**src/rtl/twin_timer_pkg.sv**
```systemverilog
package twin_timer_pkg;
  localparam int unsigned BW    = 8;
  localparam int unsigned PRE_W = 5;
  localparam int unsigned NCH   = 2;
  localparam int unsigned AW    = 3;

  localparam logic [AW-1:0] A_MODE = 3'd0;
  localparam logic [AW-1:0] A_CTRL = 3'd1;
  localparam logic [AW-1:0] A_C0L  = 3'd2;
  localparam logic [AW-1:0] A_C0H  = 3'd3;
  localparam logic [AW-1:0] A_C1L  = 3'd4;
  localparam logic [AW-1:0] A_C1H  = 3'd5;

  typedef enum logic [1:0] {
    MD_PRESC  = 2'b00,
    MD_WIDE   = 2'b01,
    MD_RELOAD = 2'b10,
    MD_SPLIT  = 2'b11
  } tmode_e;

  typedef struct packed {
    logic [BW-1:0] lo;
    logic [BW-1:0] hi;
    logic          cy;
    logic          cy_hi;
  } step_t;

  // One increment step of a channel for the given arrangement.
  function automatic step_t cnt_step(tmode_e m, logic [BW-1:0] lo, logic [BW-1:0] hi,
                                     logic inc_lo, logic inc_hi);
    step_t r;
    logic [BW:0]     t9;
    logic [2*BW:0]   t17;
    r.lo = lo; r.hi = hi; r.cy = 1'b0; r.cy_hi = 1'b0;
    t9 = '0; t17 = '0;
    case (m)
      MD_PRESC: if (inc_lo) begin
        if (lo[PRE_W-1:0] == {PRE_W{1'b1}}) begin
          r.lo = {lo[BW-1:PRE_W], {PRE_W{1'b0}}};
          t9 = {1'b0, hi} + 1'b1;
          r.hi = t9[BW-1:0];
          r.cy = t9[BW];
        end else begin
          r.lo = lo + 1'b1;
        end
      end
      MD_WIDE: if (inc_lo) begin
        t17 = {1'b0, hi, lo} + 1'b1;
        r.hi = t17[2*BW-1:BW];
        r.lo = t17[BW-1:0];
        r.cy = t17[2*BW];
      end
      MD_RELOAD: if (inc_lo) begin
        if (lo == {BW{1'b1}}) begin
          r.lo = hi;
          r.cy = 1'b1;
        end else begin
          r.lo = lo + 1'b1;
        end
      end
      default: begin
        if (inc_lo) begin
          t9 = {1'b0, lo} + 1'b1;
          r.lo = t9[BW-1:0];
          r.cy = t9[BW];
        end
        if (inc_hi) begin
          t9 = {1'b0, hi} + 1'b1;
          r.hi = t9[BW-1:0];
          r.cy_hi = t9[BW];
        end
      end
    endcase
    return r;
  endfunction
endpackage

```
**src/rtl/tmr_edge_det.sv**
```systemverilog
module tmr_edge_det (
  input  logic clk,
  input  logic rst_n,
  input  logic pin,
  output logic fall
);
  logic samp_q, prev_q;
  always_ff @(posedge clk or negedge rst_n) begin
    if (!rst_n) begin
      samp_q <= 1'b0;
      prev_q <= 1'b0;
    end else begin
      samp_q <= pin;
      prev_q <= samp_q;
    end
  end
  assign fall = prev_q & ~samp_q;
endmodule

```
**src/rtl/tmr_count_en.sv**
```systemverilog
module tmr_count_en (
  input  logic tick,
  input  logic fall,
  input  logic run,
  input  logic csel,
  input  logic gate_en,
  input  logic gate_pin,
  output logic en
);
  logic src, open;
  assign src  = csel ? fall : tick;
  assign open = run & (~gate_en | gate_pin);
  assign en   = src & open;
endmodule

```
**src/rtl/tmr_chan.sv**
```systemverilog
module tmr_chan
  import twin_timer_pkg::*;
(
  input  logic          clk,
  input  logic          rst_n,
  input  tmode_e        mode,
  input  logic          wide,
  input  logic          inc_lo,
  input  logic          inc_hi,
  input  logic          wr_lo,
  input  logic          wr_hi,
  input  logic [BW-1:0] wdata,
  output logic [BW-1:0] lo,
  output logic [BW-1:0] hi,
  output logic          cy,
  output logic          cy_hi
);
  step_t  nxt;
  tmode_e eff;
  logic   wr_any;

  assign eff    = wide ? MD_WIDE : mode;
  assign nxt    = cnt_step(eff, lo, hi, inc_lo, inc_hi);
  assign wr_any = wr_lo | wr_hi;
  assign cy     = nxt.cy & ~wr_any;
  assign cy_hi  = nxt.cy_hi & ~wr_any;

  always_ff @(posedge clk or negedge rst_n) begin
    if (!rst_n) begin
      lo <= '0;
      hi <= '0;
    end else begin
      lo <= wr_lo ? wdata : nxt.lo;
      hi <= wr_hi ? wdata : nxt.hi;
    end
  end
endmodule

```
**src/rtl/twin_timer.sv**
```systemverilog
module twin_timer
  import twin_timer_pkg::*;
(
  input  logic          clk,
  input  logic          rst_n,
  input  logic          wr_en,
  input  logic [AW-1:0] addr,
  input  logic [BW-1:0] wr_data,
  output logic [BW-1:0] rd_data,
  input  logic          tick,
  input  logic [NCH-1:0] ext_pin,
  input  logic [NCH-1:0] gate_pin,
  input  logic [NCH-1:0] ack,
  output logic [NCH-1:0] ovf
);
  logic [BW-1:0]  mode_q;
  logic [NCH-1:0] run_q;
  logic           casc_q;
  logic [NCH-1:0] fall, en, set_ovf;
  logic           wr_mode, wr_ctrl, wr_c0l, wr_c0h, wr_c1l, wr_c1h;
  logic [BW-1:0]  c0_lo, c0_hi, c1_lo, c1_hi;
  logic           cy0, cy0_hi, cy1, cy1_hi;
  logic           inc0_hi, inc1_lo;
  tmode_e         m0, m1;

  assign wr_mode = wr_en && addr == A_MODE;
  assign wr_ctrl = wr_en && addr == A_CTRL;
  assign wr_c0l  = wr_en && addr == A_C0L;
  assign wr_c0h  = wr_en && addr == A_C0H;
  assign wr_c1l  = wr_en && addr == A_C1L;
  assign wr_c1h  = wr_en && addr == A_C1H;

  assign m0 = tmode_e'(mode_q[1:0]);
  assign m1 = tmode_e'(mode_q[5:4]);

  for (genvar g = 0; g < NCH; g++) begin : g_src
    tmr_edge_det u_edge (
      .clk(clk), .rst_n(rst_n), .pin(ext_pin[g]), .fall(fall[g])
    );
    tmr_count_en u_en (
      .tick(tick), .fall(fall[g]), .run(run_q[g]),
      .csel(mode_q[4*g+2]), .gate_en(mode_q[4*g+3]),
      .gate_pin(gate_pin[g]), .en(en[g])
    );
  end

  assign inc0_hi = !casc_q && m0 == MD_SPLIT && tick && run_q[1];
  assign inc1_lo = casc_q ? cy0 : (m1 != MD_SPLIT && en[1]);

  tmr_chan u_ch0 (
    .clk(clk), .rst_n(rst_n), .mode(m0), .wide(casc_q),
    .inc_lo(en[0]), .inc_hi(inc0_hi), .wr_lo(wr_c0l), .wr_hi(wr_c0h),
    .wdata(wr_data), .lo(c0_lo), .hi(c0_hi), .cy(cy0), .cy_hi(cy0_hi)
  );
  tmr_chan u_ch1 (
    .clk(clk), .rst_n(rst_n), .mode(m1), .wide(casc_q),
    .inc_lo(inc1_lo), .inc_hi(1'b0), .wr_lo(wr_c1l), .wr_hi(wr_c1h),
    .wdata(wr_data), .lo(c1_lo), .hi(c1_hi), .cy(cy1), .cy_hi(cy1_hi)
  );

  assign set_ovf[0] = !casc_q && cy0;
  assign set_ovf[1] = casc_q ? cy1 : (m0 == MD_SPLIT ? cy0_hi : (cy1 | cy1_hi));

  always_ff @(posedge clk or negedge rst_n) begin
    if (!rst_n) begin
      mode_q <= '0;
      run_q  <= '0;
      casc_q <= 1'b0;
    end else begin
      if (wr_mode) mode_q <= wr_data;
      if (wr_ctrl) begin
        run_q  <= wr_data[1:0];
        casc_q <= wr_data[4];
      end
    end
  end

  for (genvar g = 0; g < NCH; g++) begin : g_flag
    always_ff @(posedge clk or negedge rst_n) begin
      if (!rst_n)          ovf[g] <= 1'b0;
      else if (set_ovf[g]) ovf[g] <= 1'b1;
      else if (wr_ctrl)    ovf[g] <= wr_data[2+g];
      else if (ack[g])     ovf[g] <= 1'b0;
    end
  end

  always_comb begin
    case (addr)
      A_MODE:  rd_data = mode_q;
      A_CTRL:  rd_data = {3'b000, casc_q, ovf, run_q};
      A_C0L:   rd_data = c0_lo;
      A_C0H:   rd_data = c0_hi;
      A_C1L:   rd_data = c1_lo;
      A_C1H:   rd_data = c1_hi;
      default: rd_data = '0;
    endcase
  end
endmodule

```
**config.mk**
```make
export PLATFORM = sky130hd
export DESIGN_NAME = twin_timer
export DESIGN_NICKNAME = d
export VERILOG_FILES = /design/src/rtl/twin_timer_pkg.sv /design/src/rtl/tmr_edge_det.sv /design/src/rtl/tmr_count_en.sv /design/src/rtl/tmr_chan.sv /design/src/rtl/twin_timer.sv
export SDC_FILE = /design/constraint.sdc
export NUM_CORES = 1
export LEC_CHECK = 0
export CAP_MARGIN = 40
export CORE_AREA = 8 8 111 113
export CTS_BUF_LIST = sky130_fd_sc_hd__clkbuf_4
export CTS_CLUSTER_SIZE = 10
export DETAILED_ROUTE_END_ITERATION = 10
export DIE_AREA = 0 0 119 121
export HOLD_SLACK_MARGIN = 0.03
export SYNTH_ARGS = -nofsm -noshare
export SYNTH_HDL_FRONTEND = slang
export SYNTH_SLANG_ARGS = --single-unit
```
**constraint.sdc**
```tcl
create_clock -name clk -period 8.23 [get_ports clk]
set_clock_uncertainty 0.2 [all_clocks]
set_input_delay 1.646 -clock clk [delete_from_list [all_inputs] [get_ports clk]]
set_output_delay 1.646 -clock clk [all_outputs]
set_load 0.02 [all_outputs]
```
==> results of run 1 <==
## state kept, by name, indices dropped and copies added (netlist names)
signal and flops:
casc_q 1, mode_q 8, g_src.u_edge.samp_q 2, u_ch1.lo 8, ovf 2, u_ch0.lo 8, run_q 2, u_ch1.hi 8
u_ch0.hi 8, g_src.u_edge.prev_q 2
## power by group
| group | internal (mW) | switching [mW] | total (mW) |
|---|---|---|---|
| clock | 0.0326 | 0.0862 | 0.119 |
| sequential | 0.315 | 0.158 | 0.473 |
| combinational | 0.192 | 0.220 | 0.412 |
## area by class of cell
| type | instances | area (µm²) | share of cell area |
|---|---|---|---|
| inverters | 14 | 52.6 | 0.0129 |
| well taps | 140 | 175 | 0.0431 |
| clock buffers | 5 | 37.5 | 0.00923 |
| repair buffers | 35 | 338 | 0.0831 |
| flip-flops and latches | 49 | 1230 | 0.302 |
| multi-input cells | 344 | 2220 | 0.546 |
| clock inverters | 3 | 17.5 | 0.00431 |
## synthesized netlist by cell type, types with 5 or more instances
master                      n  area share
sky130_fd_sc_hd__nor2_1    53       0.056
sky130_fd_sc_hd__dfrtp_1   49        0.34
sky130_fd_sc_hd__nand2_1   29       0.030
sky130_fd_sc_hd__a21oi_1   27       0.038
sky130_fd_sc_hd__o21ai_0   25       0.035
sky130_fd_sc_hd__nor3_1    24       0.034
sky130_fd_sc_hd__mux2i_1   16       0.045
sky130_fd_sc_hd__nand3_1   15       0.021
sky130_fd_sc_hd__clkbuf_1  13       0.014
sky130_fd_sc_hd__inv_1     13       0.014
sky130_fd_sc_hd__xnor2_1   11       0.027
sky130_fd_sc_hd__nand2b_1  10       0.017
sky130_fd_sc_hd__a211oi_1   9       0.019
sky130_fd_sc_hd__mux2_2     8       0.025
sky130_fd_sc_hd__a22oi_1    7       0.015
sky130_fd_sc_hd__nor2b_1    7       0.012
sky130_fd_sc_hd__a221oi_1   6       0.015
sky130_fd_sc_hd__ha_1       6       0.021
sky130_fd_sc_hd__o211ai_1   6       0.013
sky130_fd_sc_hd__xor2_1     6       0.015
sky130_fd_sc_hd__a31oi_1    5      0.0087
sky130_fd_sc_hd__nand4_1    5      0.0087
sky130_fd_sc_hd__o22ai_1    5      0.0087
sky130_fd_sc_hd__or3_1      5      0.0087
## cells by family after synthesis
logic type / synth area share
AND/OR/NAND/NOR: 0.260
AO/OA/AOI/OAI: 0.221
flip-flops: 0.343
buffers and inverters: 0.0374
multiplexers: 0.0762
XOR/XNOR: 0.0416
adder cells (fa/ha/maj): 0.0210
## metal layers
| layer | vias to the layer above | part of all wire | wire length (µm) |
|---|---|---|---|
| met5 | - | 0 | 0 |
| met4 | 0 | 0.030 | 357 |
| met3 | 25 | 0.074 | 864 |
| met2 | 128 | 0.44 | 5190 |
| met1 | 1664 | 0.45 | 5340 |
| li1 | 1632 | - | - |
## how the worst min path moves through the flow
stage                                      start                     end  slack, ns  depth (start not counted)
after floorplan           g_src[0].u_edge.samp_q  g_src[0].u_edge.prev_q       0.15                          0
after global placement    g_src[0].u_edge.samp_q  g_src[0].u_edge.prev_q       0.16                          0
after detailed placement  g_src[0].u_edge.samp_q  g_src[0].u_edge.prev_q       0.16                          0
after CTS                 g_src[0].u_edge.samp_q  g_src[0].u_edge.prev_q       0.19                          0
after global routing      g_src[1].u_edge.samp_q  g_src[1].u_edge.prev_q       0.22                          0
final                     g_src[0].u_edge.samp_q  g_src[0].u_edge.prev_q       0.19                          0
## layout by cell type (no fill, tap or decap), types with 3 or more instances in the layout
master	Yosys	routed
sky130_fd_sc_hd__nor2_1	53	53
sky130_fd_sc_hd__dfrtp_1	49	49
sky130_fd_sc_hd__nand2_1	29	29
sky130_fd_sc_hd__clkdlybuf4s50_1	0	29
sky130_fd_sc_hd__a21oi_1	27	27
sky130_fd_sc_hd__o21ai_0	25	25
sky130_fd_sc_hd__nor3_1	24	24
sky130_fd_sc_hd__mux2i_1	16	16
sky130_fd_sc_hd__nand3_1	15	15
sky130_fd_sc_hd__inv_1	13	13
sky130_fd_sc_hd__xnor2_1	11	11
sky130_fd_sc_hd__nand2b_1	10	10
sky130_fd_sc_hd__a211oi_1	9	9
sky130_fd_sc_hd__mux2_2	8	8
sky130_fd_sc_hd__a22oi_1	7	7
sky130_fd_sc_hd__nor2b_1	7	7
sky130_fd_sc_hd__xor2_1	6	6
sky130_fd_sc_hd__a221oi_1	6	6
sky130_fd_sc_hd__o211ai_1	6	6
sky130_fd_sc_hd__ha_1	6	6
sky130_fd_sc_hd__or3_1	5	5
sky130_fd_sc_hd__nand4_1	5	5
sky130_fd_sc_hd__o22ai_1	5	5
sky130_fd_sc_hd__a31oi_1	5	5
sky130_fd_sc_hd__clkbuf_4	0	5
sky130_fd_sc_hd__o221ai_1	4	4
sky130_fd_sc_hd__or4_1	4	4
sky130_fd_sc_hd__or2_2	4	4
sky130_fd_sc_hd__nor4_1	4	4
sky130_fd_sc_hd__and3_1	3	3
sky130_fd_sc_hd__o2111ai_1	3	3
sky130_fd_sc_hd__o21ai_1	3	3
sky130_fd_sc_hd__and3b_1	3	3
sky130_fd_sc_hd__nor3b_1	3	3
sky130_fd_sc_hd__buf_4	1	3
==> Flow_metrics.wiki, run 1 <==
{| class="wikitable"
! Metric !! Value
|-
| Final hold slack || 0.189 ns
|-
| Share of the core filled with cells || 0.384
|-
| Data required, critical path || 6.38 ns
|-
| Total count of hold-check failures in the final report || 0
|-
| Pin slew with the least headroom to its limit || 0.983 ns
|-
| Final cell area excluding filler cells || 4070 µm²
|-
| Top Family by Delay on Critical Path || buffers and inverters
|-
| FMAX || 0.176 GHz
|-
| PnR Total Power || 1.00 mW
|-
| Yosys cell types || 62
|-
| Worst Reg2Reg Path Length in Cells || 7
|-
| Total leakage power || 1.58 nW
|-
| Net count, final || 476
|-
| Vias in the first global route || 3404
|-
| Number of buffers on the longest clock path || 2
|-
| Resized Gates After CTS || 0
|-
| Number of DRC markers in iteration 0 || 262
|-
| Max-capacitance violation count || 0
|-
| Pre-CTS setup slack || 2.57 ns
|-
| Most heavily used metal layer in global routing || met2
|-
| DRC violation count after routing || 0
|-
| Worst path max stage delay || 0.85 ns
|-
| Critical R2R Launch || u_ch0.lo[0]
|-
| Least setup slack across all paths after layout || 2.53 ns
|-
| Count of filler cells inserted in the layout || 1092
|-
| Synth warn || 0
|-
| Per-cell via count in the routed design || 5.85
|-
| Total wirelength of the detailed-routed design || 11800 µm
|-
| Power density over the cells || 247 nW/µm²
|-
| DRT antenna net count || 0
|-
| Register clock-pin slew on the reported worst setup and hold paths || 0.16 ns
|-
| Area after detailed placement || 4000 µm²
|-
| Series of cell instances along the critical path || clkdlybuf4s50_1, nor2b_1, a22oi_1, nor2_1, a21oi_1, o21ai_0, clkdlybuf4s50_1
|-
| Floorplan die height || 121 µm
|-
| Post-Layout Cell Count || 590
|-
| Category of the worst setup path launch point || primary input
|-
| Placeable core area || 10600 µm²
|-
| Layout cell share with drive strength beyond 1 || 0.0778
|-
| Htree depth || 2
|-
| Die Footprint || 14400 µm²
|-
| Final global-route overflow total || 0
|-
| Met1 GRT Util || 0.230
|-
| Prevailing post-synth register cell || sky130_fd_sc_hd__dfrtp_1
|-
| Routing usage on met3 || 0.0312
|-
| Root buf cell || sky130_fd_sc_hd__clkbuf_4
|-
| Post-route minimum period || 5.70 ns
|-
| Share of async-settable or async-resettable flops after synthesis || 1.00
|-
| Critical R2R Capture || u_ch1.hi[6]
|-
| Share of the cycle needed by the critical path after routing || 0.692
|-
| Flop-to-flop setup slack || 4.99 ns
|-
| Clock network latency to the later pin of the worst-skew pair || 0.40 ns
|-
| Crit end category || primary output
|-
| Wire length of the first global-routing pass || 19200 µm
|-
| Worst Setup SP || addr[2]
|-
| Placed Instances || 581
|-
| Most frequent CP cell || sky130_fd_sc_hd__clkdlybuf4s50_1
|-
| Number of instances in the synthesized netlist || 427
|-
| Average instance area after synthesis || 8.38 µm²
|-
| Share of the yosys chip area belonging to registers || 0.343
|-
| Antenna diodes || 0
|-
| Starting utilization of the core area || 0.338
|-
| M2 GR Usage || 0.249
|-
| Type of the worst setup path || primary input to primary output
|-
| Unrepaired setup endpoints after global routing || false
|-
| Routed wire per std cell || 19.9 µm
|-
| Number of flip-flops and latches in the synthesized netlist || 49
|-
| Signed area change from the synthesized netlist to the final layout || 13.6%
|-
| Signal arrival time at the worst endpoint || 3.85 ns
|-
| Slowest stage cell, crit path || sky130_fd_sc_hd__clkdlybuf4s50_1
|-
| Worst slew margin || 0.345
|-
| Number of flops mapped to enable cells by yosys || 0
|-
| Count of buffer and inverter cells on the critical path || 2
|-
| Total nets after synthesis || 454
|-
| Max-slew violations || 0
|-
| Clock tree from TritonCTS || built
|-
| CTS Sinks || 49
|-
| Antenna violations before repair || 0
|-
| HPWL Detailed || 8670 µm
|-
| DIE WIDTH || 119 µm
|-
| Port-buffer cells || 30
|-
| Depth of the critical timing path with buffers and inverters included || 7
|-
| Termination of the worst setup path || rd_data[2]
|-
| Hold bufs inserted after CTS || 0
|-
| Peak supply drop || 80.4 µV
|-
| Total number of vias || 3449
|-
| Final setup violating endpoints || 0
|-
| TritonRoute pass-1 iters || 4
|-
| I/O pin total || 31
|-
| Maximum fanout count along the critical path || 18
|-
| Number of cell rows || 38
|-
| Number of buffers added by the clock tree synthesis step || 5
|-
| Worst hold path class || flop to flop
|-
| Global-route total usage across every layer || 0.166
|-
| Post-CTS setup buffer count || 0
|-
| Pin count of the biggest net entering global routing || 50
|-
| Cell area after synthesis || 3580 µm²
|-
| Post-Route Setup TNS || 0 ns
|-
| Global placer's final weighted congestion || 0.935
|-
| Result of the run || complete, no violations
|}
Note: power is estimated with default switching activity, not from simulation.
==> inputs of run 2 (changes only) <==
clock period = 4.7 ns   (was 8.23 ns; I/O delays follow)
==> run 2 against run 1 <==
Global-route usage is 0.073 points higher; count of clock-buffer cells in the layout stayed put; critical endpoint unchanged; sequential share of layout area is 0.27 points lower; critical path depth is 1 lower; clock power is 92% higher; sequential power is 77% higher.
==> Flow_metrics.wiki, run 2 (synthesized netlist as in run 1, its figures left out) <==
{| class="wikitable"
! Metric !! Value
|-
| Clock tree from TritonCTS || built
|-
| Floorplan die height || 121 µm
|-
| TritonRoute pass-1 iters || 5
|-
| Max-capacitance violation count || 0
|-
| Type of the worst setup path || primary input to primary output
|-
| Post-Route Setup TNS || 0 ns
|-
| Antenna violations before repair || 1
|-
| Global-route total usage across every layer || 0.167
|-
| Maximum fanout count along the critical path || 12
|-
| Root buf cell || sky130_fd_sc_hd__clkbuf_4
|-
| PnR Total Power || 1.78 mW
|-
| Per-cell via count in the routed design || 5.88
|-
| Number of buffers on the longest clock path || 2
|-
| Share of the cycle needed by the critical path after routing || 0.896
|-
| Most heavily used metal layer in global routing || met2
|-
| Worst Reg2Reg Path Length in Cells || 7
|-
| Final setup violating endpoints || 0
|-
| FMAX || 0.237 GHz
|-
| Routed wire per std cell || 20.1 µm
|-
| Final global-route overflow total || 0
|-
| Worst slew margin || 0.418
|-
| DRC violation count after routing || 0
|-
| Port-buffer cells || 30
|-
| Critical R2R Launch || u_ch0.lo[0]
|-
| Placed Instances || 585
|-
| Final hold slack || 0.195 ns
|-
| Unrepaired setup endpoints after global routing || false
|-
| Count of filler cells inserted in the layout || 1086
|-
| HPWL Detailed || 9080 µm
|-
| Post-route minimum period || 4.21 ns
|-
| Startpoint of the worst hold path || g_src[0].u_edge.samp_q
|-
| Total number of vias || 3499
|-
| Category of the worst setup path launch point || primary input
|-
| Result of the run || complete, no violations
|-
| Peak supply drop || 161 µV
|-
| Resized Gates After CTS || 0
|-
| Data required, critical path || 3.56 ns
|-
| Hold bufs inserted after CTS || 0
|-
| CTS Sinks || 49
|-
| Max-slew violations || 0
|-
| Number of cell rows || 38
|-
| Area after detailed placement || 4030 µm²
|-
| Power density over the cells || 435 nW/µm²
|-
| Final cell area excluding filler cells || 4100 µm²
|-
| Signed area change from the synthesized netlist to the final layout || 14.6%
|-
| WHS Endpoint || g_src[0].u_edge.prev_q
|-
| Worst hold path class || flop to flop
|-
| Total leakage power || 1.59 nW
|-
| Post-CTS setup buffer count || 0
|-
| DIE WIDTH || 119 µm
|-
| Die Footprint || 14400 µm²
|-
| Wire length of the first global-routing pass || 18900 µm
|-
| M2 GR Usage || 0.248
|-
| Worst hold path depth || 0
|-
| Pin slew with the least headroom to its limit || 0.869 ns
|-
| Number of buffers added by the clock tree synthesis step || 5
|-
| Critical R2R Capture || u_ch1.hi[4]
|-
| Signal arrival time at the worst endpoint || 3.07 ns
|-
| Crit end category || primary output
|-
| Placeable core area || 10600 µm²
|-
| Pin count of the biggest net entering global routing || 30
|-
| Commonest cells after routing, fill and taps aside || sky130_fd_sc_hd__nor2_1, sky130_fd_sc_hd__dfrtp_1, sky130_fd_sc_hd__nand2_1, sky130_fd_sc_hd__clkdlybuf4s50_1, sky130_fd_sc_hd__a21oi_1
|-
| Starting utilization of the core area || 0.338
|-
| Routing usage on met3 || 0.0298
|-
| Vias in the first global route || 3294
|-
| Htree depth || 2
|-
| Layout cell share with drive strength beyond 1 || 0.0881
|-
| Number of DRC markers in iteration 0 || 388
|-
| Met1 GRT Util || 0.232
|-
| Total count of hold-check failures in the final report || 0
|-
| Post-Layout Cell Count || 595
|-
| Flop-to-flop setup slack || 1.41 ns
|-
| Net count, final || 480
|-
| Global placer's final weighted congestion || 0.909
|-
| Leading cell type in the layout, fill and taps excluded || sky130_fd_sc_hd__nor2_1
|-
| I/O pin total || 31
|-
| Register clock-pin slew on the reported worst setup and hold paths || 0.17 ns
|-
| Total wirelength of the detailed-routed design || 12000 µm
|-
| Clock network latency to the later pin of the worst-skew pair || 0.40 ns
|-
| DRT antenna net count || 0
|}
-- run 2: area by class of cell --
| type | count | area, µm² | area share |
|---|---|---|---|
| Timing Repair Buffer | 39 | 363 | 0.0884 |
| Multi-Input combinational cell | 344 | 2220 | 0.541 |
| Antenna cell | 1 | 2.50 | 0.000610 |
| Clock buffer | 5 | 37.5 | 0.00915 |
| Sequential cell | 49 | 1230 | 0.299 |
| Tap cell | 140 | 175 | 0.0427 |
| Inverter | 14 | 52.6 | 0.0128 |
| Clock inverter | 3 | 26.3 | 0.00640 |
-- run 2: worst max-delay path by stage --
| stage | start | slack (ns) | depth (start not counted) | end |
|---|---|---|---|---|
| global placement | addr[0] | 0.57 | 5 | rd_data[4] |
| CTS | addr[0] | 0.50 | 5 | rd_data[2] |
| floorplan | addr[0] | 1.16 | 5 | rd_data[4] |
| detailed placement | addr[0] | 0.50 | 5 | rd_data[2] |
| finish | addr[1] | 0.49 | 6 | rd_data[2] |
| global route | addr[0] | 0.40 | 5 | rd_data[2] |
-- run 2: through the flow --
stage | setup slack, ns | utilization
after global routing | 0.396 | 0.387
after CTS | 0.498 | 0.386
after global placement | 0.566 | 0.379
after detailed placement | 0.504 | 0.380
after floorplan | 1.16 | -
final | 0.487 | 0.387
-- run 2: per-layer routing --
layer,part of all wire,vias up
li1,-,1641
met3,0.067,21
met1,0.47,1699
met2,0.43,138
met4,0.030,0
met5,0,-
-- run 2: critical path, cell delays in order --
cell,delay [ns]
sky130_fd_sc_hd__clkdlybuf4s50_1,0.62
sky130_fd_sc_hd__buf_4,0.25
sky130_fd_sc_hd__and2_1,0.23
sky130_fd_sc_hd__a22oi_1,0.11
sky130_fd_sc_hd__o21ai_0,0.25
sky130_fd_sc_hd__clkdlybuf4s50_1,0.67
-- run 2: power breakdown --
part           internal [mW]  switching, mW  total [mW]  leakage [nW]
sequential             0.551          0.285       0.836         0.583
clock                 0.0619          0.166       0.228        0.0294
combinational          0.337          0.383       0.720         0.981
